$ cat src/rtl/mmio_char_pkg.sv
package mmio_char_pkg;

  // Which of the block's words the current bus address selects.
  typedef enum logic [1:0] {
    SEL_NONE = 2'd0,
    SEL_STAT = 2'd1,
    SEL_DATA = 2'd2
  } reg_sel_e;

  // Ready-flag update: an accepted store clears it, a completion sets it,
  // and the store wins when both appear together.
  function automatic logic next_ready(input logic rdy, input logic take,
                                      input logic done);
    logic n;
    n = rdy;
    if (take)      n = 1'b0;
    else if (done) n = 1'b1;
    return n;
  endfunction

endpackage

$ cat src/rtl/mmio_char_decode.sv
module mmio_char_decode
  import mmio_char_pkg::*;
#(
  parameter int                ADDR_W    = 16,
  parameter logic [ADDR_W-1:0] STAT_ADDR = 16'hFE04,
  parameter logic [ADDR_W-1:0] DATA_ADDR = 16'hFE06
) (
  input  logic [ADDR_W-1:0] addr,
  input  logic              we,
  output reg_sel_e          sel,
  output logic              stat_wr,
  output logic              data_wr
);

  always_comb begin
    sel = SEL_NONE;
    if (addr == STAT_ADDR)      sel = SEL_STAT;
    else if (addr == DATA_ADDR) sel = SEL_DATA;
  end

  assign stat_wr = we && (sel == SEL_STAT);
  assign data_wr = we && (sel == SEL_DATA);

endmodule

$ cat src/rtl/mmio_char_ctrl.sv
module mmio_char_ctrl
  import mmio_char_pkg::*;
(
  input  logic clk,
  input  logic rst_n,
  input  logic data_wr,
  input  logic stat_wr,
  input  logic ie_wbit,
  input  logic dev_done,
  output logic rdy,
  output logic ie,
  output logic accept,
  output logic send
);

  // A store counts only while the display is free; otherwise it is dropped.
  assign accept = data_wr && rdy;

  always_ff @(posedge clk) begin
    if (!rst_n) begin
      rdy  <= 1'b1;
      ie   <= 1'b0;
      send <= 1'b0;
    end else begin
      rdy  <= next_ready(rdy, accept, dev_done);
      send <= accept;
      if (stat_wr) ie <= ie_wbit;
    end
  end

endmodule

$ cat src/rtl/mmio_char_store.sv
module mmio_char_store #(
  parameter int CHAR_W = 8
) (
  input  logic              clk,
  input  logic              rst_n,
  input  logic              load,
  input  logic [CHAR_W-1:0] din,
  output logic [CHAR_W-1:0] q
);

  always_ff @(posedge clk) begin
    if (!rst_n)    q <= '0;
    else if (load) q <= din;
  end

endmodule

$ cat src/rtl/mmio_char_out.sv
module mmio_char_out
  import mmio_char_pkg::*;
#(
  parameter int                ADDR_W    = 16,
  parameter int                DATA_W    = 16,
  parameter int                CHAR_W    = 8,
  parameter logic [ADDR_W-1:0] STAT_ADDR = 16'hFE04,
  parameter logic [ADDR_W-1:0] DATA_ADDR = 16'hFE06
) (
  input  logic              clk,
  input  logic              rst_n,
  input  logic [ADDR_W-1:0] bus_addr,
  input  logic              bus_we,
  input  logic [DATA_W-1:0] bus_wdata,
  output logic [DATA_W-1:0] bus_rdata,
  output logic [CHAR_W-1:0] chr_data,
  output logic              chr_valid,
  input  logic              chr_done,
  output logic              irq
);

  localparam int RDY_BIT = DATA_W - 1;
  localparam int IE_BIT  = DATA_W - 2;

  reg_sel_e          sel;
  logic              stat_wr;
  logic              data_wr;
  logic              rdy_q;
  logic              ie_q;
  logic              wr_accept;
  logic              send_q;
  logic [CHAR_W-1:0] char_q;
  logic              unused_wbits;

  // Bits of the write word other than the enable bit and the character byte
  // have no effect.
  assign unused_wbits = ^bus_wdata;

  function automatic logic [DATA_W-1:0] status_word(input logic r,
                                                    input logic e);
    logic [DATA_W-1:0] w;
    w          = '0;
    w[RDY_BIT] = r;
    w[IE_BIT]  = e;
    return w;
  endfunction

  function automatic logic [DATA_W-1:0] char_word(input logic [CHAR_W-1:0] c);
    logic [DATA_W-1:0] w;
    w             = '0;
    w[CHAR_W-1:0] = c;
    return w;
  endfunction

  mmio_char_decode #(
    .ADDR_W   (ADDR_W),
    .STAT_ADDR(STAT_ADDR),
    .DATA_ADDR(DATA_ADDR)
  ) u_dec (
    .addr   (bus_addr),
    .we     (bus_we),
    .sel    (sel),
    .stat_wr(stat_wr),
    .data_wr(data_wr)
  );

  mmio_char_ctrl u_ctrl (
    .clk     (clk),
    .rst_n   (rst_n),
    .data_wr (data_wr),
    .stat_wr (stat_wr),
    .ie_wbit (bus_wdata[IE_BIT]),
    .dev_done(chr_done),
    .rdy     (rdy_q),
    .ie      (ie_q),
    .accept  (wr_accept),
    .send    (send_q)
  );

  mmio_char_store #(
    .CHAR_W(CHAR_W)
  ) u_store (
    .clk  (clk),
    .rst_n(rst_n),
    .load (wr_accept),
    .din  (bus_wdata[CHAR_W-1:0]),
    .q    (char_q)
  );

  always_comb begin
    case (sel)
      SEL_STAT: bus_rdata = status_word(rdy_q, ie_q);
      SEL_DATA: bus_rdata = char_word(char_q);
      default:  bus_rdata = '0;
    endcase
  end

  assign chr_data  = char_q;
  assign chr_valid = send_q;
  assign irq       = rdy_q & ie_q;

endmodule

$ cat config.mk
export PLATFORM = sky130hd
export DESIGN_NAME = mmio_char_out
export DESIGN_NICKNAME = d
export VERILOG_FILES = /design/src/rtl/mmio_char_pkg.sv /design/src/rtl/mmio_char_decode.sv /design/src/rtl/mmio_char_ctrl.sv /design/src/rtl/mmio_char_store.sv /design/src/rtl/mmio_char_out.sv
export SDC_FILE = /design/constraint.sdc
export NUM_CORES = 1
export LEC_CHECK = 0
export ABC_CLOCK_PERIOD_IN_PS = 1600
export BUFFER_PORTS_ARGS = -buffer_cell sky130_fd_sc_hd__buf_2
export CAP_MARGIN = 20
export CORE_MARGIN = 2
export CORE_UTILIZATION = 36
export DETAILED_ROUTE_END_ITERATION = 16
export GPL_ROUTABILITY_DRIVEN = 0
export PLACE_DENSITY = 0.79
export SETUP_SLACK_MARGIN = 0.3
export SLEW_MARGIN = 20
export SYNTH_ARGS = -nofsm -noshare
export SYNTH_HDL_FRONTEND = slang
export SYNTH_SLANG_ARGS = --single-unit
$ cat constraint.sdc
create_clock -name clk -period 1.6 [get_ports clk]
set_input_delay 0.08 -clock clk [delete_from_list [all_inputs] [get_ports clk]]
set_output_delay 0.08 -clock clk [all_outputs]
set_load 0.02 [all_outputs]
==> summary.md <==
| Metric | Value |
|---|---|
| Highest Signal Layer | met4 |
| Final setup fails | 0 |
| Clock skew | 0.006202 ns |
| Post-synth ARST share | 0% |
| Reg-to-Reg Start | u_ctrl.rdy$_SDFFE_PN1P_ |
| Overflow after GRT | 0 |
| CTS max path bufs | 2 |
| Initial Utilization | about two fifths |
| Count leader, synth | and2_1 |
| Pin count of the biggest net entering global routing | 12 |
| RSZ-0062 raised after global routing | no |
| Skew-Pair Late Insertion Delay | 0.27 ns |
| Commonest cells in the netlist | 12 x and2_1, 11 x dfxtp_1, 9 x a21oi_1, 9 x nand4_1, 8 x o21ai_0 |
| Top post-synthesis cells by area | dfxtp_1 33%, and2_1 11%, nand4_1 8.5% |
| Crit path kind | input port to output pin |
| DR vias/cell | approximately 4.8 |
| ANT cells | 0 |
| Post-Syn Instances | 80 |
| Yosys top cell by area | dfxtp_1 |
| Number of global-route vias before repair | 632 |
| Hpwl dp | approximately 1300 um |
| Setup TNS | 0 ns |
| Critical path required time | 1.52 ns |
| WL met3 | 102 um |
| Met2 Wirelength | 917 um |
| Critical Path Start Type | input port |
| Netlist cell types | 24 |
| H-tree Lvls | 1 |
| Final min period | 1.238 ns |
| # IOs | 62 |
| Worst Path Arrival | 1.16 ns |
| Maximum clock rate | 807.8 MHz |
| First-pass GRT wire length | between 2000 and 3000 um |
| Post-synthesis cell area | roughly 670 sq um |
| Status | complete, no violations |
| Hold Crit Depth | 3 |
| Iteration-0 DRC Markers | 13 |
| Critical Path Sink Type | output pin |
| WL per Instance | 11.32 um |
| # port buffers | 48 |
| Post-route DRC violation count | 0 |
| HP Start | chr_done |
| GRT Overall Usage | 16.78% |
| Synth-to-Final Area Change | 44.74% |
| Fraction of final layout cells sized beyond drive strength 1 | 46.92% |
| Antenna violations before repair | 0 |
| RR Endpoint | u_store.q[4]$_SDFFE_PN0P_ |
| Die Y | between 40 and 50 um |
| Num rows | 15 |
| Clk sinks | 11 |
| Leak pwr | ~0.47 nW |
| Vias | roughly 750 |
| Final WS setup | 0.3620 ns |
| CTS root buf | clkbuf_4 |
| Ys Warns | 0 |
| Core footprint | ~1700 sq um |
| Final Cycle Share | between 70 and 80% |
| DP Worst Slack | 0.2157 ns |
| Crit-path max FO | 3 |
| R2R Setup Slk | approximately 0.53 ns |
| Top FF cell, synth | dfxtp_1 |
| Sequential cell area fraction in the yosys report | between 30 and 40% |
| CTS tree | yes |
| Final net count | 167 |
| Final Hold Violating Endpoints | 0 |
| Num CTS Buffers | 3 |
| Die boundary width | 47 um |
| Max_cap viols | 0 |
| Worst hold endpoint | u_ctrl.rdy$_SDFFE_PN1P_ |
| M1 wire length | between 700 and 800 um |
| Final ANT Viol Nets | 0 |
| Detailed Routing Iterations Pass 1 | 4 |
| Power, Total | 0.5422 mW |
| Worst Hold Class | input port to flop |
| Mapped Avg Cell Area | 8.320 sq um |
| Pwr/cell area | 562.8 nW/um^2 |
| Slew Limit Fails | 0 |
| Post-synth EDFFs | 0 |
| Worst reg2reg path depth | 3 |
| Reg clk slew, reported paths | 0.06 ns |
| Synthesis-stage register bit count | 11 |
| Post-synth top area share | 33.08% |
| Routed WL | between 1500 and 2000 um |
| DIE AREA | 2209 sq um |
| Peak supply drop | 418.7 uV |
## per-stage QoR
step                util (%)  cells  cell area [sq um]  hold slack (ns)
floorplan                  -     85              684.4           0.1419
global placement       51.52    149              889.6           0.2592
detailed placement     51.52    149              889.6           0.2641
CTS                    54.06    154              933.4          0.02974
global route           55.80    155              963.4          0.06311
finish                 55.80    155              963.4          0.03697
## per-layer routing
layer	track usage, %	vias up
met5	0	-
met4	3.333	0
met3	3.462	2
met2	30.14	29
met1	20.70	336
li1	-	381
## placed cells by master, fill, tap and decap left out, drive strengths merged
| cell | netlist | layout |
|---|---|---|
| buf | 9 | 49 |
| and2 | 12 | 12 |
| dfxtp | 11 | 11 |
| nand4 | 9 | 9 |
| a21oi | 9 | 9 |
| o21ai | 8 | 8 |
| conb | 1 | 6 |
| nand2 | 4 | 4 |
| clkbuf | 0 | 4 |
| and4bb | 3 | 3 |
| nor2 | 2 | 2 |
| nor3 | 2 | 2 |
| and4b | 1 | 1 |
| nand3 | 1 | 1 |
| or4b | 1 | 1 |
| nor3b | 1 | 1 |
| and4 | 1 | 1 |
| clkinv | 1 | 1 |
| inv | 1 | 1 |
| o41ai | 1 | 1 |
| nand4b | 1 | 1 |
| o22ai | 1 | 1 |
| dlygate4sd3 | 0 | 1 |
## power by group
part	internal (mW)	leakage (nW)	switching, mW
clock	0.0967	0.0150	0.0930
combinational	0.0355	0.363	0.0435
sequential	0.274	0.0886	0.00000141
## registers in the layout (all words and copies together) (netlist names)
register	count
u_store.q	8
u_ctrl.rdy	1
u_ctrl.ie	1
u_ctrl.send	1
## kinds of logic (layout without fill, tap and decap cells)
family | after synthesis | after routing | share of synthesized area (%)
compound gates | 19 | 19 | 16.17
buf+inv | 11 | 56 | 11.09
flops | 11 | 11 | 33.08
other cells | 1 | 6 | 0.5634
simple gates | 38 | 38 | 39.10
## critical path, cell delays in order
cell and delay, ns:
buf_2 0.11, or4b_4 0.56, nor3_4 0.13, and2_1 0.14, buf_4 0.13
## timing repair
| action | CTS | global route |
|---|---|---|
| setup buffers | 0 | 1 |
| hold buffers | 1 | 0 |
| setup endpoints to repair | 10 | 10 |
| gates cloned | 0 | 0 |
| gates resized for setup | 3 | 6 |
| endpoints found under the hold margin | 1 | 0 |
| pin swaps | 2 | 3 |
## area by class of cell
cell class	count	area, sq um
tap	25	31.28
clock buffer	4	26.28
fill	180	763.2
sequential	11	220.2
timing repair buffer	50	269.0
inverter	2	7.507
multi-input combinational	63	409.1
## how the worst max path moves through the flow
stage,endpoint,slack (ns),startpoint,depth (start not counted)
floorplan,bus_rdata[14],0.43,bus_addr[1],4
global placement,bus_rdata[6],0.24,bus_addr[4],6
detailed placement,u_store.q[0]$_SDFFE_PN0P_,0.22,bus_addr[1],5
CTS,bus_rdata[15],0.30,bus_addr[5],5
global route,bus_rdata[14],0.32,bus_addr[3],5
finish,bus_rdata[14],0.36,bus_addr[3],5
Power figures use the tool's default switching activity.
